File: src/rtl/hbgi_pkg.sv
package hbgi_pkg;
   typedef enum logic [2:0] {
      ST_OFF          = 3'd0,
      ST_TOP_ON       = 3'd1,
      ST_BOT_ON       = 3'd2,
      ST_WAIT_TOP_OFF = 3'd3,
      ST_WAIT_BOT_OFF = 3'd4
   } leg_state_e;
endpackage

File: src/rtl/hbgi_sync.sv
module hbgi_sync #(
   parameter int WIDTH  = 1,
   parameter int STAGES = 2
) (
   input  logic             clk,
   input  logic             rst_n,
   input  logic [WIDTH-1:0] d,
   output logic [WIDTH-1:0] q
);
   if (STAGES < 2) begin : g_bad_stages
      $error("hbgi_sync: STAGES must be at least 2");
   end

   logic [WIDTH-1:0] stg [STAGES];

   always_ff @(posedge clk or negedge rst_n) begin
      if (!rst_n) stg[0] <= '0;
      else        stg[0] <= d;
   end

   for (genvar i = 1; i < STAGES; i++) begin : g_stage
      always_ff @(posedge clk or negedge rst_n) begin
         if (!rst_n) stg[i] <= '0;
         else        stg[i] <= stg[i-1];
      end
   end

   assign q = stg[STAGES-1];
endmodule

File: src/rtl/hbgi_uvlo.sv
module hbgi_uvlo (
   input  logic clk,
   input  logic rst_n,
   input  logic ok_i,
   input  logic low_i,
   output logic lock_o
);
   logic lock_q;

   // Shutdown flag dominates; with both flags idle the latch keeps its state.
   always_ff @(posedge clk or negedge rst_n) begin
      if (!rst_n)     lock_q <= 1'b1;
      else if (low_i) lock_q <= 1'b1;
      else if (ok_i)  lock_q <= 1'b0;
   end

   assign lock_o = lock_q;
endmodule

File: src/rtl/hbgi_fsm.sv
module hbgi_fsm
   import hbgi_pkg::*;
#(
   parameter int TMO_CYC = 64
) (
   input  logic clk,
   input  logic rst_n,
   input  logic cmd_top,
   input  logic cmd_bot,
   input  logic fb_top_off,
   input  logic fb_bot_off,
   input  logic main_lock,
   input  logic flt_lock,
   output logic gate_top,
   output logic gate_bot,
   output logic fault
);
   localparam int CNT_W = $clog2(TMO_CYC + 1);
   localparam logic [CNT_W-1:0] LIMIT = CNT_W'(TMO_CYC - 1);

   leg_state_e state_q, state_d;
   logic [CNT_W-1:0] cnt_q, cnt_d;
   logic fault_q, fault_d;
   logic gate_top_q, gate_bot_q;
   logic want_top, want_bot;

   assign want_top = cmd_top & ~cmd_bot & ~main_lock & ~flt_lock & ~fault_q;
   assign want_bot = cmd_bot & ~cmd_top & ~main_lock & ~fault_q;

   always_comb begin
      state_d = state_q;
      fault_d = fault_q;
      cnt_d   = '0;
      case (state_q)
         ST_OFF: begin
            if (want_top)      state_d = fb_bot_off ? ST_TOP_ON : ST_WAIT_BOT_OFF;
            else if (want_bot) state_d = fb_top_off ? ST_BOT_ON : ST_WAIT_TOP_OFF;
         end
         ST_TOP_ON: if (!want_top) state_d = ST_WAIT_TOP_OFF;
         ST_BOT_ON: if (!want_bot) state_d = ST_WAIT_BOT_OFF;
         ST_WAIT_TOP_OFF: begin
            if (fb_top_off) state_d = ST_OFF;
            else if (cnt_q == LIMIT) begin
               fault_d = 1'b1;
               state_d = ST_OFF;
            end else cnt_d = cnt_q + 1'b1;
         end
         ST_WAIT_BOT_OFF: begin
            if (fb_bot_off) state_d = ST_OFF;
            else if (cnt_q == LIMIT) begin
               fault_d = 1'b1;
               state_d = ST_OFF;
            end else cnt_d = cnt_q + 1'b1;
         end
         default: state_d = ST_OFF;
      endcase
   end

   always_ff @(posedge clk or negedge rst_n) begin
      if (!rst_n) begin
         state_q    <= ST_OFF;
         cnt_q      <= '0;
         fault_q    <= 1'b0;
         gate_top_q <= 1'b0;
         gate_bot_q <= 1'b0;
      end else begin
         state_q    <= state_d;
         cnt_q      <= cnt_d;
         fault_q    <= fault_d;
         gate_top_q <= (state_d == ST_TOP_ON);
         gate_bot_q <= (state_d == ST_BOT_ON);
      end
   end

   assign gate_top = gate_top_q;
   assign gate_bot = gate_bot_q;
   assign fault    = fault_q;
endmodule

File: src/rtl/hb_gate_interlock.sv
module hb_gate_interlock #(
   parameter int SYNC_STAGES = 2,
   parameter int TMO_CYC     = 64
) (
   input  logic clk,
   input  logic rst_n,
   input  logic cmd_top_i,
   input  logic cmd_bot_i,
   input  logic fb_top_off_i,
   input  logic fb_bot_off_i,
   input  logic vmain_ok_i,
   input  logic vmain_low_i,
   input  logic vfloat_ok_i,
   input  logic vfloat_low_i,
   output logic gate_top_o,
   output logic gate_bot_o,
   output logic uv_o,
   output logic fault_o
);
   localparam int N_IN  = 8;
   localparam int N_SUP = 2;

   if (TMO_CYC < 2) begin : g_bad_tmo
      $error("hb_gate_interlock: TMO_CYC must be at least 2");
   end

   logic [N_IN-1:0] raw_in, syn_in;
   logic s_cmd_top, s_cmd_bot, s_fb_top_off, s_fb_bot_off;
   logic [N_SUP-1:0] sup_ok, sup_low, sup_lock;
   logic main_lock, flt_lock;

   assign raw_in = {vfloat_low_i, vfloat_ok_i, vmain_low_i, vmain_ok_i,
                    fb_bot_off_i, fb_top_off_i, cmd_bot_i, cmd_top_i};

   hbgi_sync #(.WIDTH(N_IN), .STAGES(SYNC_STAGES)) u_sync (
      .clk(clk), .rst_n(rst_n), .d(raw_in), .q(syn_in)
   );

   assign s_cmd_top    = syn_in[0];
   assign s_cmd_bot    = syn_in[1];
   assign s_fb_top_off = syn_in[2];
   assign s_fb_bot_off = syn_in[3];
   assign sup_ok       = {syn_in[6], syn_in[4]};
   assign sup_low      = {syn_in[7], syn_in[5]};

   for (genvar ch = 0; ch < N_SUP; ch++) begin : g_uvlo
      hbgi_uvlo u_uvlo (
         .clk(clk), .rst_n(rst_n),
         .ok_i(sup_ok[ch]), .low_i(sup_low[ch]), .lock_o(sup_lock[ch])
      );
   end

   assign main_lock = sup_lock[0];
   assign flt_lock  = sup_lock[1];

   hbgi_fsm #(.TMO_CYC(TMO_CYC)) u_fsm (
      .clk(clk), .rst_n(rst_n),
      .cmd_top(s_cmd_top), .cmd_bot(s_cmd_bot),
      .fb_top_off(s_fb_top_off), .fb_bot_off(s_fb_bot_off),
      .main_lock(main_lock), .flt_lock(flt_lock),
      .gate_top(gate_top_o), .gate_bot(gate_bot_o), .fault(fault_o)
   );

   assign uv_o = main_lock;
endmodule

File: config.mk
export PLATFORM = sky130hd
export DESIGN_NAME = hb_gate_interlock
export DESIGN_NICKNAME = d
export VERILOG_FILES = /design/src/rtl/hbgi_pkg.sv /design/src/rtl/hbgi_sync.sv /design/src/rtl/hbgi_uvlo.sv /design/src/rtl/hbgi_fsm.sv /design/src/rtl/hb_gate_interlock.sv
export SDC_FILE = /design/constraint.sdc
export NUM_CORES = 1
export LEC_CHECK = 0
export ABC_CLOCK_PERIOD_IN_PS = 2900
export BUFFER_PORTS_ARGS = -buffer_cell sky130_fd_sc_hd__buf_2
export CAP_MARGIN = 10
export CELL_PAD_IN_SITES_DETAIL_PLACEMENT = 0
export CELL_PAD_IN_SITES_GLOBAL_PLACEMENT = 1
export CORE_MARGIN = 2
export CORE_UTILIZATION = 48
export CTS_CLUSTER_SIZE = 30
export DETAILED_ROUTE_END_ITERATION = 10
export GPL_TIMING_DRIVEN = 0
export PLACE_DENSITY_LB_ADDON = 0.1
export SYNTH_ARGS = -nofsm -noshare
export SYNTH_HDL_FRONTEND = slang
export SYNTH_SLANG_ARGS = --single-unit
File: constraint.sdc
create_clock -name clk -period 2.9 [get_ports clk]
set_input_delay 0.145 -clock clk [delete_from_list [all_inputs] [get_ports clk]]
set_output_delay 0.145 -clock clk [all_outputs]
set_load 0.02 [all_outputs]
# Yosys cells after proc, flatten, opt, wreduce, memory -nomap -nowiden
# Index checks and enable logic that the tools add are counted.
# word_totals
regBits	31
in_bits	10
output_inout_bits	4
word_cells	58
# op_classes
n_reduce_logical	5
eq_ne	9
bitwise_logic	12
muxes	22
addsub	1
# op_table
cell	count
two-way mux 3 bit	8
two-way mux 7 bit	3
one-hot mux 3 bit (5 select lines)	1
one-hot mux 7 bit (2 select lines)	1
equality test 3 x 2 -> 1 bit, second input constant	3
two-way mux 1 bit	8
adder 7 x 1 -> 7 bit, second input constant	1
bitwise AND 1 bit	7
equality test 7 x 6 -> 1 bit, second input constant	1
equality test 3 x 1 -> 1 bit, second input constant	2
nonzero test 2 bit	3
inverter 1 bit	5
!= test 2 bit, second input constant	2
equality test 3 bit, second input constant	1
logical NOT 3 bit	1
AND reduction 3 bit	1
one-hot mux 1 bit (2 select lines)	1

# Logic depth before layout (Yosys ltp)
# Gate-level depths: netlist of the first run.
# logic_depth
word_depth	8
mapped_depth	5
mapped_depth_nobuf	5

# Hierarchy
# A second synthesis of the first run with hierarchy kept.
# hier_totals
cells_unflattened	86
hier_area_um2	1146.1
# modules_own_cells
module	n_inst	seq_area_each_um2	cells_per_inst	area_each_um2
hbgi_fsm	1	325.3	56	610.6
hbgi_sync	1	400.4	24	460.4
hbgi_uvlo	2	26.3	3	37.5

# Least setup slack after synthesis of the first run
# OpenSTA, ideal clock, no wires.
# synth_path
kind	register to register
start	register u_fsm.cnt_q[0]
end	register u_fsm.gate_bot_q, in the netlist u_fsm.gate_bot
path_stages_with_launch	6
arrival_time_ps	1331
required_time_ps	2772
synth_period_minus_slack_ps	1459
slack_ps	1441
setup_ps	128
n_path_buf	0
path_cell_list	dfrtp_1 -> ha_1 -> nand4_1 -> o32ai_2 -> o22ai_2 -> nor2b_1
# synth_via
elab_chain_cells	5
word_cells_on_any_way	6
classes_between	2 x eq/ne; 4 x mux
# synth_rtl
item	line	text
start, declared	hbgi_fsm.sv:22	logic [CNT_W-1:0] cnt_q, cnt_d;
start signal, assigned	hbgi_fsm.sv:68	cnt_q <= cnt_d;
equality test 7 x 6 -> 1 bit (*)	hbgi_fsm.sv:43, hbgi_fsm.sv:50	
two-way mux 3 bit (*)	hbgi_fsm.sv:43, hbgi_fsm.sv:50	
two-way mux 3 bit (on tied branches)	hbgi_fsm.sv:49, hbgi_fsm.sv:42	
one-hot mux 3 bit (5 select lines) (*)	hbgi_fsm.sv:34	case (state_q)
via u_fsm.state_d[1]	hbgi_fsm.sv:21	leg_state_e state_q, state_d;
equality test 3 x 2 -> 1 bit (*)	hbgi_fsm.sv:71	gate_bot_q <= (state_d == ST_BOT_ON);
end signal, assigned	hbgi_fsm.sv:71	
end, declared	hbgi_fsm.sv:24	logic gate_top_q, gate_bot_q;
# Mark *: on every way through the listed nets, which the timed path passes. The rest lies on a longest branch.
# A chain may end at the register's enable or synchronous reset.

# Final worst setup path of the first run
# Same ends and word-level chain as after synthesis.

==> results of run 1 <==
## critical path: stages, from the launching register on
cell	delay (ns)
dfrtp_1	0.38
ha_1	0.21
nand4_1	0.19
o32ai_2	0.47
o22ai_2	0.17
nor2b_1	0.16
## final timing paths
| check | start | endpoint | cells after the start |
|---|---|---|---|
| max in group asynchronous | rst_n | u_fsm.cnt_q[0]$_DFF_PN0_ | 2 |
| hold / removal | u_sync.stg[10]$_DFF_PN0_ | u_sync.q[2]$_DFF_PN0_ | 0 |
| hold reg to reg | u_sync.stg[10]$_DFF_PN0_ | u_sync.q[2]$_DFF_PN0_ | 0 |
| setup reg to reg | u_fsm.cnt_q[0]$_DFF_PN0_ | u_fsm.gate_bot$_DFF_PN0_ | 5 |
| setup / recovery | u_fsm.cnt_q[0]$_DFF_PN0_ | u_fsm.gate_bot$_DFF_PN0_ | 5 |
| min in group asynchronous | rst_n | u_sync.q[1]$_DFF_PN0_ | 2 |
## cell usage after synthesis, types with 2 or more instances
| master | instances |
|---|---|
| dfrtp_1 | 29 |
| nor2_1 | 7 |
| inv_1 | 6 |
| a21oi_1 | 5 |
| o21ai_0 | 3 |
| dfstp_2 | 2 |
| nand2_1 | 2 |
| nand3_1 | 2 |
| nor2b_1 | 2 |
| nor3_1 | 2 |
| nor4b_4 | 2 |
| or3_1 | 2 |
## per-stage QoR
stage	total power, mW	std cells
detailed placement	0.6607	121
global route	0.9722	138
global placement	0.6569	121
finish	0.9091	138
floorplan	0.6135	80
CTS	0.9270	138
## area by class of cell
cell class / instances / area, um2 / area share
tap: 28 / 35.03 / 0.02550
sequential: 31 / 778.2 / 0.5665
clock inverter: 1 / 5.005 / 0.003643
timing repair buffer: 22 / 155.1 / 0.1129
multi-input combinational: 43 / 322.8 / 0.2350
clock buffer: 7 / 55.05 / 0.04007
inverter: 6 / 22.52 / 0.01639
## registers in the layout, summed over array words and instances, names as in the netlist
name,flops
u_sync.stg,8
u_fsm.state_q,3
u_fsm.cnt_q,7
u_fsm.fault,1
u_fsm.gate_top,1
u_fsm.gate_bot,1
u_sync.q,8
g_uvlo.u_uvlo.lock_o,2
## per-layer routing
| layer | global-route usage | vias to the layer above | wire length, um |
|---|---|---|---|
| li1 | - | 344 | - |
| met2 | 0.2208 | 17 | 752 |
| met4 | 0.06410 | 0 | 19 |
| met1 | 0.2046 | 320 | 771 |
| met3 | 0.09429 | 2 | 100 |
| met5 | 0 | - | 0 |
## power by group through the flow
stage               clock [mW]  combinational [mW]  sequential, mW
floorplan                    0              0.0790           0.534
global placement             0               0.131           0.526
detailed placement           0               0.134           0.527
CTS                      0.266               0.143           0.518
global route             0.288               0.161           0.524
finish                   0.252               0.140           0.517
## cells by family after synthesis
group | Yosys count
xor+xnor | 2
compound gates | 17
fa+ha+maj | 1
flops | 31
buf+inv | 6
simple gates | 23
## cell usage in the layout (no fill, tap or decap), types with 2 or more instances in the layout
cell            n
o21ai_0         3
dfstp_2         2
nor2b_1         2
a21oi_1         5
buf_2          13
nand3_1         2
clkbuf_4        5
nor4b_4         2
or3_1           2
nor3_1          2
dfrtp_1        29
nand2_1         2
dlygate4sd3_1   9
nor2_1          7
inv_1           6
## repair_timing
action / in CTS / in global routing
hold buffers: 9 / 0
hold endpoints to repair: 37 / 0
gates resized for setup: 0 / 0
==> results_dict.tcl, run 1 <==
set metrics [dict create \
    avgSynthCellArea_um2 14.04 \
    route.detailed.drc 0 \
    cts_root_buffer "clkbuf_4" \
    switching_share 0.2731 \
    grt_pass1_wl_mm 2.973 \
    synthMuxAreaShare 0 \
    core_area_um2 2212 \
    area_growth_pct 22.27 \
    fp.dieH_um 52.38 \
    ys_ff_latch 31 \
    clock_tree.buffer_depth 2 \
    rows 17 \
    ys_types 28 \
    r2r_slack_ns 1.21 \
    internal-power_mw 0.6608 \
    setup_tns_ns 0 \
    fin_skew_ns 0.002116 \
    synth_edf_count 0 \
    cp.arrival_ns 1.90 \
    pre_cts_ws_ns 1.179 \
    yosysWarnings 0 \
    ant_nets 0 \
    cts_max_level 2 \
    synth_top_family_by_area "simple AND/OR/NAND/NOR gates" \
    hold_path.class "register to register" \
    finalInstanceArea_um2 1374 \
    power.switching_mw 0.2483 \
    setup_ws_ns 1.206 \
    worstMarginPinSlew_ns 0.6545 \
    die_width_um 52.38 \
    synth_fa_ha_area_frac 0.01114 \
    cp.required_ns 3.10 \
    fin_util 0.6210 \
    cp-end-kind "register" \
    num_antenna_cells 0 \
    antenna_found_initial 0 \
    synthArstFlopShare 1.000 \
    grt_usage 0.1601 \
    fin_crit_ns 1.694 \
    grt-ovfl-total 0 \
    outcome "completed" \
    pin_count 14 \
    syn_inst 80 \
    clk_latency_ns 0.32 \
    die-area_um2 2744 \
    synth_top_cell_by_area "dfrtp_1" \
    syn_nets 91 \
    routabilityCongestion 0.6986 \
    clockPowerShare 0.277 \
    criticalPathCategory "register to register" \
    vdd.ir_drop.worst_uv 448.7 \
    maxCapViolations 0 \
    grt_pass1_vias 694 \
    drive_gt1_frac 0.2818 \
    combPwrFrac 0.154 \
    synth_simple_gate_area_share 0.1414 \
    cts-buffers-inserted 5 \
    drt_iter0_drc 6 \
    routed-via-count 683 \
    port_buffers 13 \
    synth_compound_area_frac 0.1192 \
    first_pass_iters 3 \
    post_drt_via_cell_ratio 4.949 \
    start_util 0.5079 \
    synth.area.top_cells "dfrtp_1 (65%), dfstp_2 (4.7%), nor4b_4 (4.2%)" \
    finalNetCount 120 \
    min_period_over_period 0.5841 \
    cp-start-kind "register" \
    leakagePower_nw 0.6163 \
    sequentialPowerShare 0.569 \
    rsz0062_at_grt "false" \
    setup_violations 0 \
    holdWs_ns 0.3524 \
    cts_tree "done" \
    placed_cell_area_um2 1224 \
    synthFlopType "dfrtp_1" \
    clk_pin_slew_worst_paths_ns 0.09 \
    cts.sinks 31 \
    synth.cell_area_um2 1124 \
    wl_mm 1.644 \
    dp_hpwl_mm 1.100 \
    nFillCells 187 \
    power_density_nw_per_um2 661.7 \
    hold_viol 0 \
    post_synth_xor_area_fraction 0.01559 \
    cts_setup_buffers 0 \
    slew_viol_final 0 \
    relSlewSlack 0.5636 \
    routedWlPerCell_um 11.91 \
    critPathMaxFanout 5 \
    synth_top_area_frac 0.6459 \
    yosysSeqAreaShare 0.6927 \
    fmax_mhz 590.4 \
    grt_max_degree 32 \
]
(Power assumes the default switching activity.)
==> inputs of run 2 (changes only) <==
--- a/config.mk
+++ b/config.mk
@@ -5,13 +5,13 @@
 export SDC_FILE = /design/constraint.sdc
 export NUM_CORES = 1
 export LEC_CHECK = 0
-export ABC_CLOCK_PERIOD_IN_PS = 2900
+export ABC_CLOCK_PERIOD_IN_PS = 1600
 export BUFFER_PORTS_ARGS = -buffer_cell sky130_fd_sc_hd__buf_2
 export CAP_MARGIN = 10
 export CELL_PAD_IN_SITES_DETAIL_PLACEMENT = 0
 export CELL_PAD_IN_SITES_GLOBAL_PLACEMENT = 1
 export CORE_MARGIN = 2
-export CORE_UTILIZATION = 48
+export CORE_UTILIZATION = 45
 export CTS_CLUSTER_SIZE = 30
 export DETAILED_ROUTE_END_ITERATION = 10
 export GPL_TIMING_DRIVEN = 0
==> constraint.sdc (replaced) <==
create_clock -name clk -period 1.6 [get_ports clk]
set_input_delay 0.08 -clock clk [delete_from_list [all_inputs] [get_ports clk]]
set_output_delay 0.08 -clock clk [all_outputs]
set_load 0.02 [all_outputs]
==> run 2 against run 1 <==
  * Register-to-register slack got worse by 1.2 ns
  * Final area increased by 7.6%
  * Wire length increased by 7.8%
  * Maximum frequency increased by 8.8%
  * Total power increased by 110%
  * Largest power group unchanged
  * First-iteration DRC count increased by 130%
  * Core utilization decreased by 0.79 points
  * Sequential power increased by 83%
  * Critical path depth unchanged
  * Sequential share of layout area decreased by 4.0 points
==> results_dict.tcl, run 2 (synthesis results as in run 1) <==
set metrics [dict create \
    cp-end-kind "register" \
    setup_ws_ns 0.04365 \
    grt_usage 0.1537 \
    critPathLaunch "u_fsm.cnt_q[0]$_DFF_PN0_" \
    cts_tree "done" \
    num_antenna_cells 0 \
    drt_iter0_drc 14 \
    die-area_um2 2913 \
    rows 18 \
    routed-via-count 713 \
    grt_pass1_wl_mm 2.925 \
    grt-ovfl-total 0 \
    final_common_cell "dfrtp_1" \
    nFillCells 197 \
    timing.rr.end "u_fsm.gate_bot$_DFF_PN0_" \
    clk_latency_ns 0.33 \
    drive_gt1_frac 0.3478 \
    relSlewSlack 0.5664 \
    regArea_um2 778.2 \
    cp.arrival_ns 1.77 \
    first_pass_iters 4 \
    multi_input_area_um2 360.3 \
    die_width_um 53.97 \
    critPathMaxFanout 5 \
    fp.dieH_um 53.97 \
    cts-buffers-inserted 5 \
    leakagePower_nw 0.6531 \
    slew_viol_final 0 \
    worstMarginPinSlew_ns 0.6504 \
    dp_hpwl_mm 1.091 \
    wl_mm 1.773 \
    area_growth_pct 31.51 \
    routedWlPerCell_um 12.23 \
    routabilityCongestion 0.7156 \
    antenna_found_initial 0 \
    outcome "completed" \
    maxCapViolations 0 \
    fin_skew_ns 0.01237 \
    start_util 0.4663 \
    clk_pin_slew_worst_paths_ns 0.10 \
    post_drt_via_cell_ratio 4.917 \
    grt_max_degree 32 \
    route.detailed.drc 0 \
    layout_common_cells "dfrtp_1 (29), buf_2 (13), dlygate4sd3_1 (9)" \
    cts_max_level 2 \
    hold_viol 0 \
    cp-start-kind "register" \
    core_area_um2 2410 \
    power_density_nw_per_um2 1269 \
    cts_root_buffer "clkbuf_4" \
    pre_cts_ws_ns -0.1092 \
    hold_path.class "primary input to asynchronous set/reset pin" \
    cts.sinks 31 \
    grt_pass1_vias 675 \
    rr_startpoint "u_fsm.cnt_q[0]$_DFF_PN0_" \
    fmax_mhz 642.5 \
    vdd.ir_drop.worst_uv 954.7 \
    r2r_slack_ns 0.04 \
    port_buffers 13 \
    fin_crit_ns 1.556 \
    pin_count 14 \
    holdWs_ns 0.3045 \
    criticalPathCategory "register to register" \
    clock_tree.buffer_depth 2 \
    finalNetCount 125 \
    cp.required_ns 1.81 \
    ant_nets 0 \
    rsz0062_at_grt "true" \
    setup_violations 0 \
    reg2regPathDepth 5 \
    min_period_over_period 0.9727 \
]
-- run 2: layout make-up --
| class | count | area share |
|---|---|---|
| Clock buffer | 6 | 0.03472 |
| Clock inverter | 2 | 0.02371 |
| Inverter | 6 | 0.01524 |
| Multi-Input combinational cell | 43 | 0.2439 |
| Sequential cell | 31 | 0.5267 |
| Tap cell | 30 | 0.02540 |
| Timing Repair Buffer | 27 | 0.1304 |
-- run 2: metrics by stage --
step                      cell area (um2)  total power, mW  TNS [ns]  cells    util
after floorplan                      1124            1.112         0     80       -
after global placement               1226            1.192   -0.1549    123  0.5088
after detailed placement             1226            1.198   -0.1356    123  0.5088
after CTS                            1414            1.858  -0.03877    140  0.5867
after global routing                 1478            1.992   -0.1921    145  0.6132
final                                1478            1.875         0    145  0.6132
-- run 2: worst max-delay path by stage --
stage	endpoint	slack (ns)	cells after the start
6_report	u_fsm.gate_bot$_DFF_PN0_	0.04	5
5_1_grt	u_fsm.gate_bot$_DFF_PN0_	-0.06	5
4_1_cts	u_fsm.gate_bot$_DFF_PN0_	-0.04	5
3_5_place_dp	u_fsm.gate_bot$_DFF_PN0_	-0.11	5
3_3_place_gp	u_fsm.gate_bot$_DFF_PN0_	-0.12	5
2_1_floorplan	u_fsm.gate_bot$_DFF_PN0_	0.14	5
-- run 2: power by group --
part	internal (mW)	switching, mW	leakage, nW
logic	0.161	0.142	0.219
registers	0.862	0.0830	0.386
clock network	0.369	0.259	0.0482
-- run 2: repair_timing --
| item | in CTS | in global routing |
|---|---|---|
| buffers inserted | 0 | 5 |
| hold buffers | 9 | 0 |
| resized for setup | 2 | 4 |
| pin swaps | 0 | 4 |
| endpoints found under the setup margin | 2 | 5 |
| hold endpoints to repair | 37 | 0 |
-- run 2: critical path, cell delays in order (launching register included) --
cell and delay [ns]:
dfrtp_1 0.41, ha_4 0.16, nand4_1 0.23, o32ai_4 0.38, o22ai_2 0.12, nor2b_1 0.14
-- run 2: per-layer routing --
| metal | vias up | share of wire | global-route usage |
|---|---|---|---|
| met4 | 0 | 0.021 | 0.07500 |
| met3 | 6 | 0.056 | 0.09167 |
| li1 | 350 | - | - |
| met1 | 342 | 0.42 | 0.1830 |
| met2 | 15 | 0.50 | 0.2195 |
| met5 | - | 0 | 0 |
